===== config.mk =====
export PLATFORM = sky130hd
export DESIGN_NAME = dual_timer
export DESIGN_NICKNAME = d
export VERILOG_FILES = /design/src/rtl/tmr_pkg.sv /design/src/rtl/tmr_tick.sv /design/src/rtl/tmr_ctrl.sv /design/src/rtl/tmr_count.sv /design/src/rtl/dual_timer.sv
export SDC_FILE = /design/constraint.sdc
export NUM_CORES = 1
export LEC_CHECK = 0
export BUFFER_PORTS_ARGS = -buffer_cell sky130_fd_sc_hd__buf_4
export CAP_MARGIN = 30
export CELL_PAD_IN_SITES_DETAIL_PLACEMENT = 1
export CELL_PAD_IN_SITES_GLOBAL_PLACEMENT = 2
export CORE_UTILIZATION = 37
export DETAILED_ROUTE_END_ITERATION = 10
export HOLD_SLACK_MARGIN = 0.08
export PLACE_DENSITY = 0.81
export SYNTH_ARGS = -nofsm -noshare
export SYNTH_HDL_FRONTEND = slang
export SYNTH_SLANG_ARGS = --single-unit

===== constraint.sdc =====
create_clock -name clk -period 2.75 [get_ports clk]
set_input_delay 0.275 -clock clk [delete_from_list [all_inputs] [get_ports clk]]
set_output_delay 0.275 -clock clk [all_outputs]
set_load 0.05 [all_outputs]

===== src/rtl/tmr_pkg.sv =====
package tmr_pkg;
  localparam int BYTE_W  = 8;
  localparam int LOW13_W = 5;
  localparam int NUM_TMR = 2;
  localparam int ADDR_W  = 3;

  localparam logic [ADDR_W-1:0] ADR_CTRL = 3'd0;
  localparam logic [ADDR_W-1:0] ADR_MODE = 3'd1;
  localparam logic [ADDR_W-1:0] ADR_LO0  = 3'd2;
  localparam logic [ADDR_W-1:0] ADR_HI0  = 3'd3;
  localparam logic [ADDR_W-1:0] ADR_LO1  = 3'd4;
  localparam logic [ADDR_W-1:0] ADR_HI1  = 3'd5;

  typedef enum logic [1:0] {
    MODE_13     = 2'b00,
    MODE_16     = 2'b01,
    MODE_RELOAD = 2'b10,
    MODE_SPLIT  = 2'b11
  } tmrMode_e;

  typedef struct packed {
    logic [NUM_TMR-1:0] stepMain;
    logic [NUM_TMR-1:0] stepHi;
    logic [NUM_TMR-1:0] wrLo;
    logic [NUM_TMR-1:0] wrHi;
  } tmrStrobe_t;
endpackage


===== src/rtl/tmr_tick.sv =====
module tmr_tick #(
  parameter int CYC_DIV = 12,
  parameter int NUM_IN  = 2
) (
  input  logic              clk,
  input  logic              rstN,
  input  logic [NUM_IN-1:0] pinIn,
  output logic              mcTick,
  output logic [NUM_IN-1:0] fallSeen
);
  localparam int CNT_W = (CYC_DIV > 1) ? $clog2(CYC_DIV) : 1;

  logic [CNT_W-1:0] divCnt;

  assign mcTick = (divCnt == CNT_W'(CYC_DIV - 1));

  always_ff @(posedge clk or negedge rstN) begin
    if (!rstN) divCnt <= '0;
    else if (mcTick) divCnt <= '0;
    else divCnt <= divCnt + 1'b1;
  end

  for (genvar i = 0; i < NUM_IN; i++) begin : g_edge
    logic sampNew, sampOld;
    always_ff @(posedge clk or negedge rstN) begin
      if (!rstN) begin
        sampNew <= 1'b0;
        sampOld <= 1'b0;
      end else if (mcTick) begin
        sampNew <= pinIn[i];
        sampOld <= sampNew;
      end
    end
    assign fallSeen[i] = mcTick && sampOld && !sampNew;
  end
endmodule


===== src/rtl/tmr_ctrl.sv =====
module tmr_ctrl
  import tmr_pkg::*;
(
  input  logic                  clk,
  input  logic                  rstN,
  input  logic [ADDR_W-1:0]     regAddr,
  input  logic                  regWr,
  input  logic [BYTE_W-1:0]     regWrData,
  input  logic                  mcTick,
  input  logic [NUM_TMR-1:0]    fallSeen,
  input  logic [NUM_TMR-1:0]    gatePin,
  input  logic [NUM_TMR-1:0]    ovfMain,
  input  logic [NUM_TMR-1:0]    ovfHi,
  output tmrStrobe_t            strobe,
  output logic [BYTE_W-1:0]     modeReg,
  output logic [BYTE_W-1:0]     ctrlView,
  output logic [NUM_TMR-1:0]    flagOut
);
  logic [NUM_TMR-1:0] runBit;
  logic [NUM_TMR-1:0] flagBit;
  logic [NUM_TMR-1:0] setFlag;
  logic [NUM_TMR-1:0] qual;
  logic [NUM_TMR-1:0] srcPulse;
  logic               splitOn;
  tmrMode_e           modeSel [NUM_TMR];

  always_comb begin
    for (int t = 0; t < NUM_TMR; t++) begin
      modeSel[t]  = tmrMode_e'(modeReg[4*t +: 2]);
      qual[t]     = !modeReg[4*t+3] || gatePin[t];
      srcPulse[t] = modeReg[4*t+2] ? fallSeen[t] : mcTick;
    end
  end

  assign splitOn = (modeSel[0] == MODE_SPLIT);

  always_comb begin
    strobe = '0;
    strobe.stepMain[0] = runBit[0] && qual[0] && srcPulse[0];
    strobe.stepMain[1] = (modeSel[1] != MODE_SPLIT) && (splitOn || runBit[1])
                         && qual[1] && srcPulse[1];
    strobe.stepHi[0]   = splitOn && runBit[1] && mcTick;
    for (int t = 0; t < NUM_TMR; t++) begin
      strobe.wrLo[t] = regWr && (regAddr == ADR_LO0 + ADDR_W'(2*t));
      strobe.wrHi[t] = regWr && (regAddr == ADR_HI0 + ADDR_W'(2*t));
    end
  end

  assign setFlag[0] = ovfMain[0];
  assign setFlag[1] = splitOn ? ovfHi[0] : (ovfMain[1] || ovfHi[1]);

  always_ff @(posedge clk or negedge rstN) begin
    if (!rstN) begin
      modeReg <= '0;
      runBit  <= '0;
      flagBit <= '0;
    end else begin
      if (regWr && regAddr == ADR_MODE) modeReg <= regWrData;
      if (regWr && regAddr == ADR_CTRL) begin
        runBit  <= {regWrData[6], regWrData[4]};
        flagBit <= {regWrData[7], regWrData[5]} | setFlag;
      end else begin
        flagBit <= flagBit | setFlag;
      end
    end
  end

  assign ctrlView = {flagBit[1], runBit[1], flagBit[0], runBit[0], 4'b0000};
  assign flagOut  = flagBit;
endmodule


===== src/rtl/tmr_count.sv =====
module tmr_count
  import tmr_pkg::*;
(
  input  logic              clk,
  input  logic              rstN,
  input  tmrMode_e          mode,
  input  logic              stepMain,
  input  logic              stepHi,
  input  logic              wrLo,
  input  logic              wrHi,
  input  logic [BYTE_W-1:0] wrData,
  output logic [BYTE_W-1:0] loByte,
  output logic [BYTE_W-1:0] hiByte,
  output logic              ovfMain,
  output logic              ovfHi
);
  localparam int W13 = BYTE_W + LOW13_W;
  localparam int W16 = 2 * BYTE_W;

  logic [BYTE_W-1:0] loNext, hiNext;
  logic [W13:0]      sum13;
  logic [W16:0]      sum16;
  logic [BYTE_W:0]   sumLo, sumHi;
  logic              anyWr;

  assign anyWr = wrLo || wrHi;
  assign sum13 = {1'b0, hiByte, loByte[LOW13_W-1:0]} + (W13+1)'(1);
  assign sum16 = {1'b0, hiByte, loByte} + (W16+1)'(1);
  assign sumLo = {1'b0, loByte} + (BYTE_W+1)'(1);
  assign sumHi = {1'b0, hiByte} + (BYTE_W+1)'(1);

  always_comb begin
    loNext  = loByte;
    hiNext  = hiByte;
    ovfMain = 1'b0;
    ovfHi   = 1'b0;
    case (mode)
      MODE_13: if (stepMain && !anyWr) begin
        loNext  = BYTE_W'(sum13[LOW13_W-1:0]);
        hiNext  = sum13[LOW13_W +: BYTE_W];
        ovfMain = sum13[W13];
      end
      MODE_16: if (stepMain && !anyWr) begin
        loNext  = sum16[BYTE_W-1:0];
        hiNext  = sum16[BYTE_W +: BYTE_W];
        ovfMain = sum16[W16];
      end
      MODE_RELOAD: if (stepMain && !wrLo) begin
        loNext  = sumLo[BYTE_W] ? hiByte : sumLo[BYTE_W-1:0];
        ovfMain = sumLo[BYTE_W];
      end
      MODE_SPLIT: begin
        if (stepMain && !wrLo) begin
          loNext  = sumLo[BYTE_W-1:0];
          ovfMain = sumLo[BYTE_W];
        end
        if (stepHi && !wrHi) begin
          hiNext = sumHi[BYTE_W-1:0];
          ovfHi  = sumHi[BYTE_W];
        end
      end
    endcase
    if (wrLo) loNext = wrData;
    if (wrHi) hiNext = wrData;
  end

  always_ff @(posedge clk or negedge rstN) begin
    if (!rstN) begin
      loByte <= '0;
      hiByte <= '0;
    end else begin
      loByte <= loNext;
      hiByte <= hiNext;
    end
  end
endmodule


===== src/rtl/dual_timer.sv =====
module dual_timer
  import tmr_pkg::*;
#(
  parameter int CYC_DIV = 12
) (
  input  logic        clk,
  input  logic        rstN,
  input  logic [2:0]  regAddr,
  input  logic        regWr,
  input  logic [7:0]  regWrData,
  output logic [7:0]  regRdData,
  input  logic [1:0]  cntPin,
  input  logic [1:0]  gatePin,
  output logic [1:0]  ovfFlags
);
  logic               mcTick;
  logic [NUM_TMR-1:0] fallSeen;
  tmrStrobe_t         strobe;
  logic [BYTE_W-1:0]  modeReg, ctrlView;
  logic [BYTE_W-1:0]  loB [NUM_TMR];
  logic [BYTE_W-1:0]  hiB [NUM_TMR];
  logic [NUM_TMR-1:0] ovfMainB, ovfHiB;

  tmr_tick #(.CYC_DIV(CYC_DIV), .NUM_IN(NUM_TMR)) u_tick (
    .clk(clk), .rstN(rstN), .pinIn(cntPin),
    .mcTick(mcTick), .fallSeen(fallSeen)
  );

  tmr_ctrl u_ctrl (
    .clk(clk), .rstN(rstN), .regAddr(regAddr), .regWr(regWr),
    .regWrData(regWrData), .mcTick(mcTick), .fallSeen(fallSeen),
    .gatePin(gatePin), .ovfMain(ovfMainB), .ovfHi(ovfHiB),
    .strobe(strobe), .modeReg(modeReg), .ctrlView(ctrlView),
    .flagOut(ovfFlags)
  );

  for (genvar t = 0; t < NUM_TMR; t++) begin : g_chan
    tmr_count u_cnt (
      .clk(clk), .rstN(rstN),
      .mode(tmrMode_e'(modeReg[4*t +: 2])),
      .stepMain(strobe.stepMain[t]), .stepHi(strobe.stepHi[t]),
      .wrLo(strobe.wrLo[t]), .wrHi(strobe.wrHi[t]),
      .wrData(regWrData),
      .loByte(loB[t]), .hiByte(hiB[t]),
      .ovfMain(ovfMainB[t]), .ovfHi(ovfHiB[t])
    );
  end

  always_comb begin
    case (regAddr)
      ADR_CTRL: regRdData = ctrlView;
      ADR_MODE: regRdData = modeReg;
      ADR_LO0:  regRdData = loB[0];
      ADR_HI0:  regRdData = hiB[0];
      ADR_LO1:  regRdData = loB[1];
      ADR_HI1:  regRdData = hiB[1];
      default:  regRdData = '0;
    endcase
  end
endmodule


==> metrics.md <==
| Metric | Value |
|---|---|
| Hold path startpoint | cntPin[0] |
| Core Region | 10280 um^2 |
| Worst r2r src | g_chan[1].u_cnt.loByte[0] |
| Max Slew Vio Count | 0 |
| Status | completed |
| CP top delay family | simple AND/OR/NAND/NOR gates |
| Crit path largest cell delay | 0.46 ns |
| Worst slack, placed | 0.3881 ns |
| Clock Tree Buf Depth | 2 |
| DR DRC count | 0 |
| Initial antenna violation count | 0 |
| CP Max Fanout | 5 |
| Clk Latency, worst-skew pair | 0.32 ns |
| Tightest Pin Transition | 0.7886 ns |
| Worst Setup Slack, final | 0.4262 ns |
| Hold crit path type | input port to flip-flop |
| Mapped Area | 3889 um^2 |
| Min-Delay Path Depth | 2 |
| Synthesized flop and latch total | 52 |
| Vias in the first global route | 3846 |
| Area delta synth->final | 12.03% |
| CP startpoint | g_chan[1].u_cnt.loByte[0] |
| Register-to-Register Path Depth | 7 |
| Count of endpoints failing setup in the final report | 0 |
| Area of the multi-input gates | 2427 um^2 |
| Via density per instance | 5.969 |
| Fin util | 0.4239 |
| Die footprint | 10920 um^2 |
| Post-synth EDFFs | 0 |
| Worst Path Buf+Inv | 0 |
| Grt total ovfl | 0 |
| Die Y | 104.5 um |
| Top FF cell, synth | dfrtp_1 |
| Placer Congestion | 0.8617 |
| CTS tree | built |
| TNS Setup | 0 ns |
| Number of buffers added on ports | 27 |
| First-pass GRT wire length | 21620 um |
| CP Class | flip-flop to flip-flop |
| Clock buffer count from CTS | 5 |
| Drt pass-1 iters | 4 |
| Initial Utilization | 0.3784 |
| Final ANT Viol Nets | 0 |
| Drt wl/cell | 21.84 um |
| PD cells | 791.1 nW/um^2 |
| Crit end category | flip-flop |
| CP Cell Sequence | ha_1 > nand4_2 > nor2_2 > a21oi_1 > nor4_1 > a21oi_1 > o311ai_0 |
| Syn Inst Count | 460 |
| RSZ-0062 raised after global routing | no |
| Mean Syn Cell Area | 8.454 um^2 |
| H-tree Lvls | 2 |
| YS warnings | 0 |
| Ys async rst share | 1.000 |
| Tmin final | 2.324 ns |
| Slew HR | 0.4702 |
| Chip width | 104.5 um |
| CP most frequent cell | a21oi_1 |
| Gr usage total | 0.2544 |
| Reg area | 1301 um^2 |
| Layout Cells excl Fill | 612 |
| Synth unique cells | 70 |
| # rows | 37 |
| Crit-path slowest cell | dfrtp_1 |
| Filler Cell Count | 1248 |
| Sequential share of the synthesized area | 0.3346 |
| Static Leak | 1.762 nW |
| CP Launch Type | flip-flop |
| DRT iter0 DRCs | 187 |
| Worst Path Required | 2.96 ns |
| Period utilization | 0.8450 |
| Final hold slack | 0.1809 ns |
| Post-placement cell count | 603 |
| Final nets | 502 |
| Largest net degree at the start of global routing | 53 |
| Sink Count | 52 |
| Root Driver | clkbuf_8 |
| Total of max-cap violations | 0 |
| Final hold vios | 0 |
| IO Pins | 28 |
| Via count | 3653 |
| Net Count, Synth | 487 |
| Share of layout cells above drive strength 1 | 0.1744 |
| Drt total wl | 13370 um |
| Critical path data arrival time | 2.53 ns |
| F_max | 430.3 MHz |
| Max VDD drop | 0.0003286 V |
| Clock-pin transition on the worst setup and hold timing paths | 0.11 ns |
| # diodes | 0 |
| Stages on the worst setup path | 7 |
| Setup Skew | 0.01130 ns |
| DP Wirelength | 9896 um |
-- placed cells by master (no fill, tap or decap), types with 2 or more instances in the layout --
master and n:
dfrtp_1 52, nor2_1 46, nand2_1 45, buf_4 39, a21oi_1 29, o21ai_0 23
mux2_2 19, nand3_1 17, a22oi_1 13, o31ai_1 13, nor3_1 12, a31oi_1 12
xnor2_1 12, o22ai_1 9, inv_1 9, mux2i_1 9, ha_1 9, nor3b_1 7
xor2_1 7, nand2b_1 6, nand4_1 6, clkbuf_8 6, nor2b_1 5, nor4_1 5
and4_1 4, a211oi_1 4, and3_1 4, nand3b_1 3, a21o_1 3, or2_2 2
a221oi_1 2, a221o_1 2, a2bb2oi_1 2, or3_1 2, o21bai_1 2
-- cells in the mapped netlist, drive strengths merged (2+ instances only) --
cell type / n / area [um^2]
o21ai: 24 / 123.9
nand3b: 4 / 42.54
or3: 2 / 12.51
nor4b: 2 / 23.77
nor3: 12 / 60.06
o21bai: 2 / 15.01
mux2i: 9 / 90.09
buf: 8 / 43.78
nor4: 5 / 31.28
dfrtp: 52 / 1301
o22ai: 9 / 56.30
xnor2: 12 / 105.1
mux2: 19 / 214.0
a221o: 2 / 20.02
a211oi: 4 / 30.03
clkbuf: 24 / 91.33
nand2b: 6 / 37.54
a22oi: 13 / 97.59
nor2b: 5 / 31.28
o31ai: 13 / 97.59
xor2: 7 / 61.31
nand2: 45 / 168.9
a2bb2oi: 2 / 17.52
and3b: 2 / 18.77
inv: 9 / 33.78
a31oi: 12 / 75.07
nand4: 7 / 50.05
and3: 5 / 32.53
or2: 3 / 18.77
ha: 9 / 112.6
a21o: 4 / 31.28
nor2: 47 / 176.4
nor3b: 7 / 52.55
a221oi: 2 / 17.52
a21oi: 29 / 145.1
nand3: 18 / 95.09
and4: 4 / 35.03
-- area by class of cell --
class	count	share of cell area
timing repair buffer	40	0.06950
sequential	52	0.2987
clock buffer	6	0.01895
multi-input combinational	367	0.5572
tap	136	0.03906
clock inverter	2	0.008903
inverter	9	0.007754
-- cell families (layout without fill, tap and decap cells) --
kind of cell | Yosys count | count (layout) | share of synthesized area
flops | 52 | 52 | 0.3346
compound gates | 131 | 131 | 0.2278
simple gates | 179 | 179 | 0.2384
buf+inv | 41 | 57 | 0.04343
xor+xnor | 19 | 19 | 0.04279
mux | 29 | 29 | 0.08398
fa+ha+maj | 9 | 9 | 0.02896
-- path summary, 6_finish.rpt --
| path | slack [ns] | to |
|---|---|---|
| max | 0.43 | u_ctrl.flagOut[1] |
| min in group asynchronous | 0.52 | g_chan[0].u_cnt.hiByte[2] |
| max in group asynchronous | 1.70 | g_chan[0].u_cnt.loByte[6] |
| max reg2reg | 0.43 | u_ctrl.flagOut[1] |
| min | 0.18 | u_tick.g_edge[0].sampNew |
| min reg2reg | 0.46 | u_tick.divCnt[0] |
-- state kept, by name (all words and copies together), names as in the netlist --
register               cells
u_ctrl.modeReg             8
g_chan.u_cnt.hiByte       16
g_chan.u_cnt.loByte       16
u_ctrl.flagOut             2
u_tick.g_edge.sampOld      2
u_ctrl.runBit              2
u_tick.g_edge.sampNew      2
u_tick.divCnt              4
-- layer usage --
layer / wire length, um / global-route usage
met2: 6412 / 0.4191
met4: 373 / 0.09082
met3: 596 / 0.03947
met1: 5985 / 0.3363
met5: 0 / 0
-- metrics by stage --
| step | cell area (um^2) | total power, mW |
|---|---|---|
| after floorplan | 3889 | 2.339 |
| after global routing | 4357 | 3.680 |
| final | 4357 | 3.446 |
| after detailed placement | 4223 | 2.856 |
| after global placement | 4223 | 2.820 |
| after CTS | 4354 | 3.457 |
-- report_power, final --
group / switching [mW] / total, mW / internal, mW
Combinational: 0.876 / 1.50 / 0.628
Clock: 0.287 / 0.585 / 0.298
Sequential: 0.387 / 1.36 / 0.970
-- what timing repair did --
action,CTS,global route
resized for setup,0,1
endpoints found under the hold margin,52,0
hold buffers,1,0
endpoints found under the setup margin,0,1
buffers inserted,0,0
Power figures use the tool's default switching activity.
